===== src/rtl/scan_host_pkg.sv =====
package scan_host_pkg;

    localparam int CFG_W   = 8;
    localparam int GAIN_W  = 6;
    localparam int OFF_W   = 8;
    localparam int NUM_COL = 3;
    localparam int SER_LEN = 2 * CFG_W;

    localparam logic [CFG_W-1:0] GAIN_BASE = 8'h00;
    localparam logic [CFG_W-1:0] OFFS_BASE = 8'h04;
    localparam logic [CFG_W-1:0] CTRL_ADDR = 8'h08;

    typedef enum logic [1:0] {
        COL_R = 2'd0,
        COL_G = 2'd1,
        COL_B = 2'd2
    } colour_e;

    typedef struct packed {
        logic             vld;
        logic [CFG_W-1:0] addr;
        logic [CFG_W-1:0] data;
    } wr_req_t;

    function automatic colour_e decode_sel(input logic s1, input logic s0);
        case ({s1, s0})
            2'b01:   return COL_G;
            2'b10:   return COL_B;
            default: return COL_R;
        endcase
    endfunction

    function automatic colour_e next_colour(input colour_e c);
        case (c)
            COL_R:   return COL_G;
            COL_G:   return COL_B;
            default: return COL_R;
        endcase
    endfunction

endpackage


===== src/rtl/scan_par_port.sv =====
module scan_par_port
    import scan_host_pkg::*;
(
    input  logic             clk,
    input  logic             rst,
    input  logic             active,
    input  logic             strb_n,
    input  logic             rnw,
    input  logic             dna,
    input  logic [CFG_W-1:0] din,
    output wr_req_t          wr,
    output logic [CFG_W-1:0] ptr
);

    logic strb_d;
    logic wr_edge;

    assign wr_edge = active && strb_d && !strb_n && !rnw;

    always_ff @(posedge clk) begin
        if (rst) begin
            strb_d <= 1'b1;
            wr     <= '0;
            ptr    <= '0;
        end else begin
            strb_d  <= strb_n;
            wr.vld  <= wr_edge && dna;
            wr.addr <= ptr;
            wr.data <= din;
            if (wr_edge && !dna) begin
                ptr <= din;
            end
        end
    end


    par_wr_after_strobe_chk: assert property (@(posedge clk) disable iff (rst)
        wr.vld |-> ($past(active) && !$past(strb_n) && !$past(rnw)));

endmodule


===== src/rtl/scan_ser_port.sv =====
module scan_ser_port
    import scan_host_pkg::*;
(
    input  logic    clk,
    input  logic    rst,
    input  logic    active,
    input  logic    sen,
    input  logic    sck,
    input  logic    sdi,
    output wr_req_t wr
);

    localparam int CNT_W = $clog2(SER_LEN + 1) + 1;
    localparam logic [CNT_W-1:0] CNT_MAX  = '1;
    localparam logic [CNT_W-1:0] CNT_FULL = CNT_W'(SER_LEN);

    logic               sen_d;
    logic               sck_d;
    logic [SER_LEN-1:0] shreg;
    logic [CNT_W-1:0]   cnt;
    logic               shift_en;
    logic               frame_end;

    assign shift_en  = active && sen && sck && !sck_d;
    assign frame_end = active && sen_d && !sen;

    always_ff @(posedge clk) begin
        if (rst) begin
            sen_d <= 1'b0;
            sck_d <= 1'b1;
            shreg <= '0;
            cnt   <= '0;
            wr    <= '0;
        end else begin
            sen_d   <= sen;
            sck_d   <= sck;
            wr.vld  <= frame_end && (cnt == CNT_FULL);
            wr.addr <= shreg[SER_LEN-1 -: CFG_W];
            wr.data <= shreg[CFG_W-1:0];
            if (!sen) begin
                cnt <= '0;
            end else if (shift_en) begin
                shreg <= {shreg[SER_LEN-2:0], sdi};
                if (cnt != CNT_MAX) begin
                    cnt <= cnt + 1'b1;
                end
            end
        end
    end


    ser_commit_on_fall_chk: assert property (@(posedge clk) disable iff (rst)
        wr.vld |-> ($past(sen_d) && !$past(sen) && $past(active)));

endmodule


===== src/rtl/scan_cfg_regs.sv =====
module scan_cfg_regs
    import scan_host_pkg::*;
(
    input  logic                             clk,
    input  logic                             rst,
    input  wr_req_t                          wr,
    input  logic [CFG_W-1:0]                 rd_addr,
    output logic [CFG_W-1:0]                 rd_data,
    output logic [NUM_COL-1:0][GAIN_W-1:0]   gain,
    output logic [NUM_COL-1:0][OFF_W-1:0]    offs,
    output logic                             auto_cyc
);

    logic mapped_wr;

    for (genvar c = 0; c < NUM_COL; c++) begin : g_col
        logic [GAIN_W-1:0] gain_r;
        logic [OFF_W-1:0]  offs_r;

        always_ff @(posedge clk) begin
            if (rst) begin
                gain_r <= '0;
                offs_r <= '0;
            end else if (wr.vld) begin
                if (wr.addr == GAIN_BASE + CFG_W'(c)) begin
                    gain_r <= wr.data[GAIN_W-1:0];
                end
                if (wr.addr == OFFS_BASE + CFG_W'(c)) begin
                    offs_r <= wr.data[OFF_W-1:0];
                end
            end
        end

        assign gain[c] = gain_r;
        assign offs[c] = offs_r;
    end

    always_ff @(posedge clk) begin
        if (rst) begin
            auto_cyc <= 1'b0;
        end else if (wr.vld && wr.addr == CTRL_ADDR) begin
            auto_cyc <= wr.data[0];
        end
    end

    always_comb begin
        rd_data = '0;
        for (int c = 0; c < NUM_COL; c++) begin
            if (rd_addr == GAIN_BASE + CFG_W'(c)) rd_data = CFG_W'(gain[c]);
            if (rd_addr == OFFS_BASE + CFG_W'(c)) rd_data = CFG_W'(offs[c]);
        end
        if (rd_addr == CTRL_ADDR) rd_data = CFG_W'(auto_cyc);
    end

    always_comb begin
        mapped_wr = (wr.addr == CTRL_ADDR);
        for (int c = 0; c < NUM_COL; c++) begin
            if (wr.addr == GAIN_BASE + CFG_W'(c) || wr.addr == OFFS_BASE + CFG_W'(c)) mapped_wr = 1'b1;
        end
    end


    unmapped_wr_ignored_chk: assert property (@(posedge clk) disable iff (rst)
        (wr.vld && !mapped_wr) |=> ($stable(gain) && $stable(offs) && $stable(auto_cyc)));

endmodule


===== src/rtl/scan_colour_ctl.sv =====
module scan_colour_ctl
    import scan_host_pkg::*;
#(
    parameter int LAT = 4
) (
    input  logic    clk,
    input  logic    rst,
    input  logic    sel0,
    input  logic    sel1,
    input  logic    auto_cyc,
    output colour_e colour,
    output colour_e tag
);

    localparam int AGE_W = $clog2(LAT + 1) + 1;

    logic                sel0_d;
    logic [LAT-1:0][1:0] pipe;
    logic [AGE_W-1:0]    age;

    always_ff @(posedge clk) begin
        sel0_d <= sel0;
        if (rst) begin
            colour <= COL_R;
        end else if (auto_cyc) begin
            if (sel0 && !sel0_d) begin
                colour <= next_colour(colour);
            end
        end else begin
            colour <= decode_sel(sel1, sel0);
        end
    end

    always_ff @(posedge clk) begin
        if (rst) begin
            pipe <= '0;
        end else begin
            pipe[0] <= colour;
            for (int i = 1; i < LAT; i++) begin
                pipe[i] <= pipe[i-1];
            end
        end
    end

    assign tag = colour_e'(pipe[LAT-1]);

    always_ff @(posedge clk) begin
        if (rst) begin
            age <= '0;
        end else if (age != AGE_W'(LAT)) begin
            age <= age + 1'b1;
        end
    end


    colour_legal_chk: assert property (@(posedge clk) disable iff (rst)
        colour != 2'd3);


    auto_hold_chk: assert property (@(posedge clk) disable iff (rst)
        (auto_cyc && !sel0) |=> $stable(colour));


    tag_delay_chk: assert property (@(posedge clk) disable iff (rst)
        (age == AGE_W'(LAT)) |-> (tag == $past(colour, 4)));

endmodule


===== src/rtl/scan_host_ctrl.sv =====
module scan_host_ctrl
    import scan_host_pkg::*;
#(
    parameter int DATA_W  = 10,
    parameter int TAG_LAT = 4
) (
    input  logic              clk,
    input  logic              rst,
    input  logic              strb_sen,
    input  logic              rnw_sck,
    input  logic              dna_sdi,
    input  logic [CFG_W-1:0]  bus_in,
    output logic [DATA_W-1:0] bus_out,
    output logic [DATA_W-1:0] bus_oe,
    input  logic              oe_n,
    input  logic              sel0_line,
    input  logic              sel1,
    input  logic [DATA_W-1:0] adc_data,
    output logic [1:0]        colour_sel,
    output logic [1:0]        colour_tag,
    output logic [GAIN_W-1:0] gain_cur,
    output logic [OFF_W-1:0]  offset_cur
);

    localparam int LOW_W = DATA_W - CFG_W;

    logic                           par_mode;
    wr_req_t                        par_wr;
    wr_req_t                        ser_wr;
    wr_req_t                        wr_mux;
    logic [CFG_W-1:0]               ptr;
    logic [CFG_W-1:0]               rd_data;
    logic [CFG_W-1:0]               rd_val;
    logic                           rd_active;
    logic [NUM_COL-1:0][GAIN_W-1:0] gain;
    logic [NUM_COL-1:0][OFF_W-1:0]  offs;
    logic                           auto_cyc;
    colour_e                        colour;
    colour_e                        tag;

    always_ff @(posedge clk) begin
        if (rst) begin
            par_mode <= strb_sen;
        end
    end

    scan_par_port u_par (
        .clk    (clk),
        .rst    (rst),
        .active (par_mode),
        .strb_n (strb_sen),
        .rnw    (rnw_sck),
        .dna    (dna_sdi),
        .din    (bus_in),
        .wr     (par_wr),
        .ptr    (ptr)
    );

    scan_ser_port u_ser (
        .clk    (clk),
        .rst    (rst),
        .active (!par_mode),
        .sen    (strb_sen),
        .sck    (rnw_sck),
        .sdi    (dna_sdi),
        .wr     (ser_wr)
    );

    assign wr_mux = par_wr.vld ? par_wr : ser_wr;

    scan_cfg_regs u_regs (
        .clk      (clk),
        .rst      (rst),
        .wr       (wr_mux),
        .rd_addr  (ptr),
        .rd_data  (rd_data),
        .gain     (gain),
        .offs     (offs),
        .auto_cyc (auto_cyc)
    );

    scan_colour_ctl #(.LAT(TAG_LAT)) u_col (
        .clk      (clk),
        .rst      (rst),
        .sel0     (sel0_line),
        .sel1     (sel1),
        .auto_cyc (auto_cyc),
        .colour   (colour),
        .tag      (tag)
    );

    assign rd_active = par_mode && !strb_sen && rnw_sck;
    assign rd_val    = dna_sdi ? rd_data : ptr;

    always_comb begin
        if (rd_active) begin
            bus_out = {rd_val, {LOW_W{1'b0}}};
            bus_oe  = '1;
        end else begin
            bus_out = adc_data;
            bus_oe  = oe_n ? '0 : '1;
        end
    end

    always_comb begin
        case (colour)
            COL_G:   begin gain_cur = gain[1]; offset_cur = offs[1]; end
            COL_B:   begin gain_cur = gain[2]; offset_cur = offs[2]; end
            default: begin gain_cur = gain[0]; offset_cur = offs[0]; end
        endcase
    end

    assign colour_sel = colour;
    assign colour_tag = tag;


    par_read_drives_chk: assert property (@(posedge clk) disable iff (rst)
        rd_active |-> (bus_oe == '1 && bus_out[LOW_W-1:0] == '0));


    ser_no_cfg_drive_chk: assert property (@(posedge clk) disable iff (rst)
        (!par_mode && oe_n) |-> (bus_oe == '0));


    adc_pass_chk: assert property (@(posedge clk) disable iff (rst)
        (!rd_active && !oe_n) |-> (bus_out == adc_data));

endmodule


===== config.mk =====
export PLATFORM = sky130hd
export DESIGN_NAME = scan_host_ctrl
export DESIGN_NICKNAME = d
export VERILOG_FILES = /design/src/rtl/scan_host_pkg.sv /design/src/rtl/scan_par_port.sv /design/src/rtl/scan_ser_port.sv /design/src/rtl/scan_cfg_regs.sv /design/src/rtl/scan_colour_ctl.sv /design/src/rtl/scan_host_ctrl.sv
export SDC_FILE = /design/constraint.sdc
export NUM_CORES = 1
export LEC_CHECK = 0
export ABC_CLOCK_PERIOD_IN_PS = 2400
export BUFFER_PORTS_ARGS = -buffer_cell sky130_fd_sc_hd__buf_2
export CAP_MARGIN = 20
export CORE_ASPECT_RATIO = 0.5
export CORE_MARGIN = 4
export CORE_UTILIZATION = 27
export CTS_BUF_LIST = sky130_fd_sc_hd__clkbuf_16
export CTS_CLUSTER_SIZE = 10
export DETAILED_ROUTE_END_ITERATION = 16
export SLEW_MARGIN = 30
export SYNTH_ARGS = -nofsm -noshare
export SYNTH_HDL_FRONTEND = slang
export SYNTH_SLANG_ARGS = --single-unit

===== constraint.sdc =====
create_clock -name clk -period 2.4 [get_ports clk]
set_input_delay 0.24 -clock clk [delete_from_list [all_inputs] [get_ports clk]]
set_output_delay 0.24 -clock clk [all_outputs]
set_load 0.005 [all_outputs]

==> impl_metrics.ini <==
[outcome]
status = complete, no violations

[synth]
synth-main-ff-cell = dfxtp_1
synth_top_area_share_pct = 43.3
synthAdderAreaFrac_pct = 1.34
syn_area_um2 = 5590
syn-num-nets = 633
syn_inst = 601
yosysTopAreaCell = dfxtp_1
synth_edf_count = 1
yosys.area_share.simple_pct = 22.3
ys_warn_count = 0
synth_area_leaders = dfxtp_1 (43%), mux2i_1 (11%), nand2b_1 (5.1%), nor2b_1 (5.1%), a21oi_1 (3.4%)
yosysUniqueCellTypes = 61
ys_async_sr_fraction_pct = 0
netlist_top_cells_count = dfxtp_1 (121), mux2i_1 (60), nand2b_1 (46), nor2b_1 (46), nor2_1 (45)
synth_compound_area_share_pct = 13.5
yosysSeqAreaShare_pct = 43.8
ys_ff_latch = 122
synthMostInstantiatedCell = dfxtp_1
muxShareOfSynthArea_pct = 12.1
synth_top_family_by_area = simple AND/OR/NAND/NOR gates
avgSynthCellArea_um2 = 9.31
synth_xor_xnor_area_share_pct = 0.626

[detailed_routing]
drt_wl_total_mm = 14.7
drt-initial-drc-count = 264
vias_per_cell = 4.76
vias = 4410
wl_per_cell_um = 15.9
antenna_left = 0
drc_errors = 0
firstDrtPassIters = 5

[global_routing]
grt_pass1_vias = 4219
grt_overflow = 0
grt_use_met1_pct = 16.1
grt_max_degree = 98
track_usage_pct = 12.7
grt_use_met3_pct = 2.88
antenna_found_initial = 0
grt_pass1_wl_mm = 23.1
grt_busiest_layer = met2
grt_use_met2_pct = 21.6

[sta]
hold_viol_final = 0
timing.slew.headroom_pct = 42.1
worst_pin_slew_ns = 0.868
rsz0062_at_grt = yes
slew_violations = 0
worst_slack_ns = 0.0145
fmax_ghz = 0.419
fin_hold_ws_ns = 0.0749
fin_crit_ns = 2.39
tns_ns = 0
clock_skew_ns = 0.00899
finalCritPeriodShare_pct = 99.4
setup_viol = 0

[worst_setup_path]
end_kind = output port
cp_data_arrival_time_ns = 2.15
cp.required_ns = 2.16
start_kind = flop
critical_path_class = reg2out
cp_max_fo = 7

[floorplan]
io_pins = 64
start_util_pct = 28.1
fp-row-count = 36
fp.dieW_um = 212
die_y_um = 110
dieArea_um2 = 23200
core_area_um2 = 19900

[power_and_ir_drop]
p_leak_nw = 2.71
total_power_mw = 4.78
ir_drop_uv = 463
power_density_nw_per_um2 = 707

[finish]
post-route-util_pct = 33.9
nets = 679
regArea_um2 = 2460
drive_gt1_share_pct = 22.4
syn_to_final_growth_pct = 20.8
stdcell_area_um2 = 6760
fill_cells = 2037
fin_cells = 926
diodes = 0
multi_input_area_um2 = 2870

[clock_tree]
htree_levels = 4
cts_max_path_buffers = 2
cts.clk_slew.worst_paths_ns = 0.06
cts.sinks = 122
root_buffer = clkbuf_16
cts_tree = built
clock_latency_ns = 0.41
cts_buffers = 17

[placement]
dpl.cell_count = 891
dp_slack_ns = 0.255
placed_area_um2 = 6090
dpl.hpwl_mm = 10.3
numPortBuffers = 63
routabilityCongestion = 0.874

[flow_run]
maxCapViolCount = 0

[min_path]
hold_class = in2reg
==> worst paths after layout <==
| check | depth (start not counted) | from | end | slack, ns |
|---|---|---|---|---|
| max | 5 | u_par.ptr[4] | bus_out[7] | 0.01 |
| min reg2reg | 1 | u_col.pipe[5] | u_col.tag[1] | 0.43 |
| min | 2 | bus_in[0] | u_par.wr[0] | 0.07 |
| max reg2reg | 5 | u_par.wr[16] | u_regs.g_col[1].gain_r[2] | 0.41 |
==> kinds of logic (layout without fill, tap and decap cells) <==
group | after synthesis | count (layout)
AO/OA/AOI/OAI | 106 | 106
XOR/XNOR | 4 | 4
adder cells (fa/ha/maj) | 6 | 6
buffers and inverters | 73 | 132
flip-flops | 122 | 122
multiplexers | 66 | 66
AND/OR/NAND/NOR | 224 | 224
==> critical path, cell delays in order, from the launching register on <==
cell	delay, ns
dfxtp_2	0.33
or4_4	0.62
nor3_4	0.28
a221oi_1	0.13
o22ai_1	0.22
buf_2	0.15
==> placed cells by master (no fill, tap or decap), types with 5 or more instances in the layout <==
cell type   Yosys  final
a211o_1         5      5
a21oi_1        38     37
a221oi_1        8      8
a22oi_1        15     15
buf_2           4     62
buf_4          13     20
clkbuf_16       0     17
clkinvlp_4      0      5
dfxtp_1       121    118
ha_1            6      6
inv_1          16     17
mux2_2          5      5
mux2i_1        60     60
nand2_1        37     37
nand2b_1       46     46
nor2_1         45     44
nor2b_1        46     45
nor3_1          7      6
o21ai_0         6      6
o221ai_1        5      5
or2_2          10     10
==> metal layers <==
metal | wire length (µm) | share of wire, %
met1 | 6700 | 46
met2 | 7090 | 48
met5 | 0 | 0
met4 | 318 | 2.2
met3 | 602 | 4.1
==> sequential cells by signal (all words and copies together), names as in the netlist, 6 cells and up <==
register and cells:
u_ser.wr 17, u_ser.shreg 16, u_regs.g_col.gain_r 18, u_ser.cnt 6, u_col.pipe 6, u_regs.g_col.offs_r 24
u_par.wr 17, u_par.ptr 8
==> where the power goes <==
group          internal, mW  switching [mW]
clock                  1.50           0.918
combinational         0.124           0.169
sequential             2.05          0.0132
==> layout make-up <==
class	instances	share of cell area [%]
multi-input combinational	406	42.4
sequential	122	36.3
timing repair buffer	84	7.13
clock buffer	17	6.30
tap	266	4.93
clock inverter	15	2.00
inverter	16	0.889
==> repair_timing <==
item / CTS / global route
pin swaps: 5 / 4
setup buffers: 1 / 1
endpoints found under the setup margin: 6 / 6
hold buffers: 1 / 0
resized for setup: 10 / 7
endpoints found under the hold margin: 1 / 0
Power figures use the tool's default switching activity.
